===== src/rtl/mmtpg_pkg.sv =====
package mmtpg_pkg;
  typedef enum logic {
    PH_RAND = 1'b0,
    PH_DET  = 1'b1
  } phase_e;
endpackage


===== src/rtl/mmtpg_lfsr.sv =====
module mmtpg_lfsr #(
  parameter int unsigned W = 8,
  parameter logic [W-1:0] TAP_MASK = 8'hB8,
  parameter logic [W-1:0] SEED = 8'h01
) (
  input  logic         clk,
  input  logic         rst_n,
  input  logic         load,
  input  logic         step,
  output logic [W-1:0] word
);
  function automatic logic [W-1:0] next_word(input logic [W-1:0] s);
    next_word = {s[W-2:0], ^(s & TAP_MASK)};
  endfunction

  always_ff @(posedge clk or negedge rst_n) begin
    if (!rst_n)     word <= SEED;
    else if (load)  word <= SEED;
    else if (step)  word <= next_word(word);
  end

  assert_lfsr_nonzero_R1: assert property (@(posedge clk) disable iff (!rst_n)
    word != '0);
  assert_lfsr_hold_R1: assert property (@(posedge clk) disable iff (!rst_n)
    (!step && !load) |=> $stable(word));
endmodule


===== src/rtl/mmtpg_decoder.sv =====
module mmtpg_decoder #(
  parameter int unsigned W = 8
) (
  input  logic [W-1:0] x,
  output logic [W-1:0] y
);
  // matched columns are bare wires; only bits 4 and 7 carry gates
  assign y[0] = x[0];
  assign y[1] = x[1];
  assign y[2] = ~x[2];
  assign y[3] = x[1];
  assign y[4] = ~x[0] | x[1];
  assign y[5] = x[3];
  assign y[6] = ~x[4];
  assign y[7] = x[6] | (x[5] & ~x[7]);

  generate
    for (genvar i = 8; i < W; i++) begin : g_pass
      assign y[i] = x[i];
    end
  endgenerate
endmodule


===== src/rtl/mmtpg_switch.sv =====
module mmtpg_switch #(
  parameter int unsigned W = 8,
  parameter logic [W-1:0] BIAS_HI = '0,
  parameter logic [W-1:0] BIAS_LO = '0
) (
  input  mmtpg_pkg::phase_e phase,
  input  logic [W-1:0]      raw,
  input  logic [W-1:0]      dec,
  output logic [W-1:0]      pat
);
  logic [W-1:0] biased;

  generate
    for (genvar i = 0; i < W; i++) begin : g_bias
      localparam int unsigned NB = (i + 1) % W;
      if (BIAS_HI[i]) begin : g_or
        assign biased[i] = raw[i] | raw[NB];
      end else if (BIAS_LO[i]) begin : g_and
        assign biased[i] = raw[i] & raw[NB];
      end else begin : g_wire
        assign biased[i] = raw[i];
      end
    end
  endgenerate

  always_comb begin
    pat = (phase == mmtpg_pkg::PH_DET) ? dec : biased;
  end
endmodule


===== src/rtl/mmtpg_seq.sv =====
module mmtpg_seq #(
  parameter int unsigned PR_LEN = 6,
  parameter int unsigned DET_LEN = 10
) (
  input  logic              clk,
  input  logic              rst_n,
  input  logic              start,
  output logic              step,
  output logic              load,
  output logic              last_pat,
  output mmtpg_pkg::phase_e phase,
  output logic              done
);
  localparam int unsigned TOTAL = PR_LEN + DET_LEN;
  localparam int unsigned CNT_W = $clog2(TOTAL + 1);

  logic             running;
  logic [CNT_W-1:0] cnt;

  assign step     = running;
  assign load     = start && !running;
  assign last_pat = running && (cnt == CNT_W'(TOTAL - 1));
  assign phase    = (cnt >= CNT_W'(PR_LEN)) ? mmtpg_pkg::PH_DET : mmtpg_pkg::PH_RAND;

  always_ff @(posedge clk or negedge rst_n) begin
    if (!rst_n) begin
      running <= 1'b0;
      done    <= 1'b0;
      cnt     <= '0;
    end else if (load) begin
      running <= 1'b1;
      done    <= 1'b0;
      cnt     <= '0;
    end else if (running) begin
      cnt <= cnt + 1'b1;
      if (last_pat) begin
        running <= 1'b0;
        done    <= 1'b1;
      end
    end
  end

  assert_cnt_bound_R6: assert property (@(posedge clk) disable iff (!rst_n)
    running |-> cnt < CNT_W'(TOTAL));
  assert_done_excl_R7: assert property (@(posedge clk) disable iff (!rst_n)
    !(done && running));
  assert_start_ignored_R8: assert property (@(posedge clk) disable iff (!rst_n)
    (running && start && !last_pat) |=> running && cnt == $past(cnt) + 1'b1);
endmodule


===== src/rtl/mmtpg_gen.sv =====
module mmtpg_gen #(
  parameter int unsigned W = 8,
  parameter logic [W-1:0] TAP_MASK = 8'hB8,
  parameter logic [W-1:0] SEED = 8'h01,
  parameter int unsigned PR_LEN = 6,
  parameter int unsigned DET_LEN = 10,
  parameter logic [W-1:0] BIAS_HI = 8'h10,
  parameter logic [W-1:0] BIAS_LO = 8'h20
) (
  input  logic         clk,
  input  logic         rst_n,
  input  logic         start,
  output logic         pat_valid,
  output logic [W-1:0] pat_out,
  output logic         done
);
  logic              step, load, last_pat;
  mmtpg_pkg::phase_e phase;
  logic [W-1:0]      lfsr_word, dec_word, sel_word;

  mmtpg_seq #(.PR_LEN(PR_LEN), .DET_LEN(DET_LEN)) seq_i (
    .clk(clk), .rst_n(rst_n), .start(start), .step(step), .load(load),
    .last_pat(last_pat), .phase(phase), .done(done)
  );

  mmtpg_lfsr #(.W(W), .TAP_MASK(TAP_MASK), .SEED(SEED)) lfsr_i (
    .clk(clk), .rst_n(rst_n), .load(load), .step(step), .word(lfsr_word)
  );

  mmtpg_decoder #(.W(W)) dec_i (.x(lfsr_word), .y(dec_word));

  mmtpg_switch #(.W(W), .BIAS_HI(BIAS_HI), .BIAS_LO(BIAS_LO)) sw_i (
    .phase(phase), .raw(lfsr_word), .dec(dec_word), .pat(sel_word)
  );

  always_ff @(posedge clk or negedge rst_n) begin
    if (!rst_n) begin
      pat_valid <= 1'b0;
      pat_out   <= '0;
    end else begin
      pat_valid <= step;
      if (step) pat_out <= sel_word;
    end
  end

  assert_det_invert_R4: assert property (@(posedge clk) disable iff (!rst_n)
    (step && phase == mmtpg_pkg::PH_DET) |=> pat_out[2] == ~$past(lfsr_word[2]));
  assert_last_done_R7: assert property (@(posedge clk) disable iff (!rst_n)
    last_pat |=> done && pat_valid);
  assert_hold_R7: assert property (@(posedge clk) disable iff (!rst_n)
    (done && !start) |=> $stable(pat_out) && !pat_valid && done);
endmodule


===== config.mk =====
export PLATFORM = sky130hd
export DESIGN_NAME = mmtpg_gen
export DESIGN_NICKNAME = d
export VERILOG_FILES = /design/src/rtl/mmtpg_pkg.sv /design/src/rtl/mmtpg_lfsr.sv /design/src/rtl/mmtpg_decoder.sv /design/src/rtl/mmtpg_switch.sv /design/src/rtl/mmtpg_seq.sv /design/src/rtl/mmtpg_gen.sv
export SDC_FILE = /design/constraint.sdc
export NUM_CORES = 1
export LEC_CHECK = 0
export BUFFER_PORTS_ARGS = -buffer_cell sky130_fd_sc_hd__buf_4
export CAP_MARGIN = 20
export CORE_MARGIN = 3
export CORE_UTILIZATION = 49
export CTS_CLUSTER_DIAMETER = 60
export DETAILED_ROUTE_END_ITERATION = 16
export HOLD_SLACK_MARGIN = 0.06
export PLACE_DENSITY = 0.71
export SKIP_CTS_REPAIR_TIMING = 1
export SLEW_MARGIN = 5
export SYNTH_ARGS = -nofsm -noshare
export SYNTH_HDL_FRONTEND = slang
export SYNTH_SLANG_ARGS = --single-unit
export TNS_END_PERCENT = 20

===== constraint.sdc =====
create_clock -name clk -period 1.3 [get_ports clk]
set_input_delay 0.26 -clock clk [delete_from_list [all_inputs] [get_ports clk]]
set_output_delay 0.26 -clock clk [all_outputs]
set_load 0.01 [all_outputs]

==> results of run 1 <==
-- critical path: cells and delay by family (launching register included) --
family | cells | cell delay, ns
AOI/OAI and AO/OA | 2 | 0.28
adders and majority gates | 1 | 0.20
buffers and inverters | 1 | 0.06
DFF | 1 | 0.43
and+or+nand+nor | 1 | 0.36
-- final cells by class --
type	count	share of cell area
clock buffer	4	0.0261
tap	27	0.0243
multi-input combinational	71	0.381
inverter	8	0.0216
sequential	24	0.434
timing repair buffer	19	0.113
-- registers in the layout (all words and copies together), names as in the netlist --
register / cells
seq_i.done: 1
lfsr_i.word: 8
pat_valid: 1
seq_i.cnt: 5
seq_i.step: 1
pat_out: 8
-- cell families after synthesis --
kind of cell | Yosys count
xor gates and xnor gates | 2
AOI/OAI and AO/OA | 27
buffers and inverters | 12
muxes | 6
DFF | 24
and+or+nand+nor | 31
adders and majority gates | 5
-- Yosys cell counts, types with 2 or more instances --
library cell / number / area share
buf_2: 2 / 0.0090
ha_1: 5 / 0.056
o21ai_1: 4 / 0.018
nand4_1: 2 / 0.011
a31oi_1: 3 / 0.017
nand2_1: 9 / 0.030
o21ai_0: 4 / 0.018
a21oi_1: 4 / 0.018
inv_1: 8 / 0.027
mux2_2: 3 / 0.030
o31ai_1: 5 / 0.034
nor2_1: 9 / 0.030
nand2b_1: 2 / 0.011
dfrtp_1: 23 / 0.52
a22o_1: 2 / 0.016
mux2i_1: 3 / 0.027
nand3_1: 3 / 0.013
-- layer usage --
layer | part of all wire | up-vias | routed length (um) | track usage
li1 | - | 417 | - | -
met1 | 0.47 | 424 | 1030 | 0.244
met2 | 0.47 | 23 | 1020 | 0.272
met3 | 0.043 | 6 | 93 | 0.0249
met4 | 0.017 | 0 | 36 | 0.0553
met5 | 0 | - | 0 | 0
-- final timing paths --
kind	slack [ns]	to	cells after the start
setup / recovery	-0.1	pat_out[2]$_DFFE_PN0P_	5
hold / removal	0.20	seq_i.cnt[4]$_DFFE_PN0P_	2
setup reg to reg	-0.1	pat_out[2]$_DFFE_PN0P_	5
hold reg to reg	0.51	lfsr_i.word[5]$_DFFE_PN0P_	2
max in group asynchronous	0.65	lfsr_i.word[0]$_DFFE_PN1P_	2
min in group asynchronous	0.37	pat_out[6]$_DFFE_PN0P_	2
-- report_power, final --
group | total (mW) | switching (mW) | internal, mW
registers | 1.49 | 0.347 | 1.14
clock network | 0.383 | 0.213 | 0.170
logic | 1.77 | 0.849 | 0.920
-- per-stage QoR --
step	utilization	instance area (sq um)	setup slack, ns	hold slack [ns]
2_1_floorplan	-	1120	-0.0338	-0.0356
3_3_place_gp	0.622	1280	-0.0280	0.172
3_5_place_dp	0.622	1280	-0.0742	0.174
4_1_cts	0.640	1320	-0.111	-0.165
5_1_grt	0.674	1390	-0.153	0.180
6_report	0.674	1390	-0.0960	0.198
==> run_results.csv, run 1 <==
group,metric,value,unit
worst_setup_path,slowest_stage,"dfrtp_1",
route,dr.pass1.iters,4,
global_route,grt.overflow.total,0,
route,vias,870,
global_route,grt_pass1_vias,784,
synthesis,synth_fa_ha_area_frac,0.0560,
synthesis,synthSimpleGateAreaFrac,0.130,
placement,gp_congestion,0.832,
floorplanning,start_util,0.542,
power,cellLeakagePower,0.639,nW
sta,fin_crit,1.40,ns
finish,area_delta_synth_final,24.4,%
synthesis,synth_flop_cell,"dfrtp_1",
global_route,grt_usage,0.173,
synthesis,ys_types,33,
synthesis,synth_compound_area_frac,0.157,
worst_setup_path,worst_setup_path_start_kind,"register",
synthesis,synth-xor-area-share,0.0157,
cts,cts_made_buffers,3,
floorplanning,die_h,53.8,um
finish,final_cells,153,
power,vdd_drop_max,0.00164,V
synthesis,avgSynthCellArea,10.4,sq um
route,antenna_left,0,
global_route,grt_pass1_wl,3650,um
sta,setup_tns,-0.366,ns
sta,skew,0.00168,ns
worst_setup_path,cp.required,1.53,ns
outcome,outcome,"complete, but fails checks",
sta,fmax,716,MHz
synthesis,synth_top_family_by_area,"compound AO/OA/AOI/OAI gates",
cts,clock_latency,0.30,ns
finish,layout-drive-gt1-share,0.294,
placement,port_buffers,12,
cts,cts_buffer_depth,2,
placement,dp.cells,148,
route,drc,0,
synthesis,netlist_instances,107,
worst_setup_path,r2r-start,"seq_i.cnt[0]$_DFFE_PN0P_",
worst_hold_path,hold_path.class,"input pin to register",
floorplanning,rows,16,
sta,worst_slack,-0.0960,ns
floorplanning,die_area,0.00289,sq mm
finish,antenna_cells,0,
finish,layout.area.seq,603,sq um
power,p_per_area,2620,mW/mm^2
worst_setup_path,cp-startpoint,"seq_i.cnt[0]$_DFFE_PN0P_",
finish,final_nets,135,
synthesis,synthMuxAreaShare,0.0571,
worst_setup_path,arrival,1.63,ns
route,viasPerCell,5.69,
placement,dp_hpwl,1560,um
synthesis,synth-edff-count,0,
worst_setup_path,cp_cell_sequence,"inv_1 > ha_2 > o21a_4 > or3_1 > o221ai_2",
sta,setup-violations-final,7,
synthesis,yosysSeqAreaShare,0.539,
power,power,3.64,mW
finish,mostFrequentLayoutCells,"dfrtp_1 (22), buf_4 (17), nor2_1 (9), nand2_1 (9), inv_1 (8)",
cts,htree_levels,1,
floorplanning,io_pins,13,
finish,multi_input_area,529,sq um
worst_setup_path,crit_path_max_incr_delay,0.43,ns
cts,root_buffer,"clkbuf_4",
floorplanning,die_w,53.8,um
sta,maxSlewHeadroom,0.779,
synthesis,synth_nets,115,
route,routed_wl,2180,um
sta,slew_viol_final,0,
finish,final.fill_count,158,
worst_setup_path,crit_type,"register to register",
job,maxCapViolCount,0,
synthesis,ys.warnings.count,0,
sta,fin_crit_sh,1.07,
synthesis,synth_area,0.00112,sq mm
worst_setup_path,crit_path_end_kind,"register",
sta,max_slew.worst_pin.slew,0.331,ns
cts,cts_tree,"done",
synthesis,synth_seq_cells,24,
outcome,violations,"negative setup slack",
synthesis,async_flop_share,1.00,
sta,hold_violations,0,
cts,path_clk_slew,0.13,ns
floorplanning,core_area,0.00206,sq mm
route,avgRoutedWirePerCell,14.2,um
worst_setup_path,cp_max_fo,4,
finish,final_common_cell,"dfrtp_1",
route,drt_iter0_markers,29,
global_route,antenna_found_initial,0,
cts,cts.sinks,24,
worst_hold_path,worstHoldStart,"start",
global_route,grt_max_degree,25,
sta,rsz0062_at_grt,"yes",
Power figures use the tool's default switching activity.
==> run 2: changes to the inputs <==
--- a/config.mk
+++ b/config.mk
@@ -13,7 +13,6 @@
 export DETAILED_ROUTE_END_ITERATION = 16
 export HOLD_SLACK_MARGIN = 0.06
 export PLACE_DENSITY = 0.71
-export SKIP_CTS_REPAIR_TIMING = 1
 export SLEW_MARGIN = 5
 export SYNTH_ARGS = -nofsm -noshare
 export SYNTH_HDL_FRONTEND = slang
==> run_results.csv, run 2 (synthesized netlist as in run 1, its figures left out) <==
group,metric,value,unit
global_route,grt_usage,0.176,
placement,dp_hpwl,1560,um
sta,maxSlewHeadroom,0.770,
worst_hold_path,hold_depth,2,
sta,hold_violations,0,
finish,top_regs,"lfsr_i.word x8, pat_out x8, seq_i.cnt x5",
placement,port_buffers,12,
finish,final_nets,136,
worst_setup_path,cp_max_fo,4,
worst_setup_path,reg2reg_depth,5,
floorplanning,io_pins,13,
sta,setup-violations-final,6,
sta,setup_tns,-0.210,ns
power,p_per_area,2640,mW/mm^2
cts,cts_made_buffers,3,
finish,layout-drive-gt1-share,0.299,
finish,antenna_cells,0,
sta,worst_slack,-0.0976,ns
route,top_layer_used,"met4",
route,met2WireLength,1050,um
job,maxCapViolCount,0,
route,wl_met3,78,um
route,dr.pass1.iters,4,
route,wl_met1,1120,um
worst_setup_path,arrival,1.63,ns
worst_setup_path,cp-startpoint,"seq_i.cnt[0]$_DFFE_PN0P_",
finish,area_delta_synth_final,24.4,%
outcome,violations,"negative setup slack",
global_route,grt_max_degree,25,
sta,max_slew.worst_pin.slew,0.344,ns
power,power,3.67,mW
worst_setup_path,cp-endpoint,"pat_out[2]$_DFFE_PN0P_",
sta,slew_viol_final,0,
sta,rsz0062_at_grt,"yes",
floorplanning,die_h,53.8,um
worst_setup_path,worst_setup_path_start_kind,"register",
route,vias,868,
route,viasPerCell,5.64,
route,drt_iter0_markers,21,
floorplanning,start_util,0.542,
cts,cts_buffer_depth,2,
sta,fmax,716,MHz
outcome,outcome,"complete, but fails checks",
floorplanning,core_area,0.00206,sq mm
route,routed_wl,2270,um
sta,fin_crit_sh,1.08,
global_route,grt.overflow.total,0,
cts,clock_latency,0.30,ns
worst_setup_path,crit_type,"register to register",
floorplanning,die_area,0.00289,sq mm
worst_setup_path,r2r_setup_slack,-0.1,ns
worst_hold_path,hold_path.class,"input pin to register",
cts,path_clk_slew,0.14,ns
placement,preCtsSetupSlack,-0.0742,ns
route,drc,0,
route,antenna_left,0,
worst_setup_path,r2r-start,"seq_i.cnt[0]$_DFFE_PN0P_",
global_route,grt_pass1_wl,3710,um
finish,mostFrequentLayoutCells,"dfrtp_1 (23), buf_4 (18), nor2_1 (9), nand2_1 (9), inv_1 (8)",
floorplanning,rows,16,
cts,cts_tree,"done",
floorplanning,die_w,53.8,um
route,avgRoutedWirePerCell,14.8,um
placement,gp_congestion,0.832,
global_route,antenna_found_initial,0,
finish,final_common_cell,"dfrtp_1",
cts,htree_levels,1,
worst_setup_path,crit_path_end_kind,"register",
cts,root_buffer,"clkbuf_4",
power,cellLeakagePower,0.644,nW
sta,fin_crit,1.40,ns
global_route,grt_pass1_vias,788,
worst_setup_path,r2r_end,"pat_out[2]$_DFFE_PN0P_",
worst_setup_path,cp.required,1.53,ns
cts,cts.sinks,24,
sta,skew,0.00563,ns
power,vdd_drop_max,0.00170,V
## run 2: changes by cell type in the layout (fill, tap and decap cells not counted)
cell and delta:
ha_4 -1, o21ai_1 -1, o21ai_2 +1, dfrtp_1 +1
buf_4 +1, dfrtp_2 -1, ha_2 +1
## run 2: worst min path at each step
stage / startpoint / to / slack, ns
2_1_floorplan: rst_n / lfsr_i.word[1]$_DFFE_PN0P_ / -0.04
5_1_grt: start / seq_i.cnt[4]$_DFFE_PN0P_ / 0.18
4_1_cts: start / seq_i.cnt[4]$_DFFE_PN0P_ / 0.19
3_3_place_gp: rst_n / pat_out[6]$_DFFE_PN0P_ / 0.17
3_5_place_dp: rst_n / lfsr_i.word[4]$_DFFE_PN0P_ / 0.17
6_report: start / lfsr_i.word[5]$_DFFE_PN0P_ / 0.20
## run 2: through the flow
stage | cells | hold slack [ns] | util | area [sq um]
4_1_cts | 154 | 0.194 | 0.667 | 1380
3_5_place_dp | 148 | 0.174 | 0.622 | 1280
3_3_place_gp | 148 | 0.172 | 0.622 | 1280
5_1_grt | 154 | 0.180 | 0.674 | 1390
2_1_floorplan | 107 | -0.0356 | - | 1120
6_report | 154 | 0.200 | 0.674 | 1390
## run 2: cell type report
cell class / count / area, sq um
Multi-Input combinational cell: 71 / 523
Clock buffer: 4 / 36.3
Fill cell: 157 / 672
Timing Repair Buffer: 20 / 165
Inverter: 8 / 30.0
Sequential cell: 24 / 602
Tap cell: 27 / 33.8
## run 2: repair_timing
| item | CTS | global route |
|---|---|---|
| pin swaps | 6 | 3 |
| setup buffers | 1 | 0 |
| hold buffers | 1 | 0 |
| setup endpoints to repair | 7 | 8 |
| hold endpoints to repair | 23 | 0 |
| resized for setup | 6 | 3 |
## run 2: layer usage
layer / vias to the layer above / GRT usage
li1: 418 / -
met1: 429 / 0.250
met2: 17 / 0.276
met3: 4 / 0.0249
met4: 0 / 0.0553
met5: - / 0
## run 2: report_power, final
group	leakage, nW	switching, mW	internal (mW)
clock	0.0210	0.219	0.171
combinational	0.346	0.879	0.934
sequential	0.277	0.333	1.14
total	0.644	1.43	2.24
## run 2: critical path, stage by stage, from the launching register on
cell and delay [ns]:
dfrtp_1 0.40, inv_1 0.05, ha_2 0.20, o21a_4 0.22, or3_1 0.38, o221ai_2 0.08
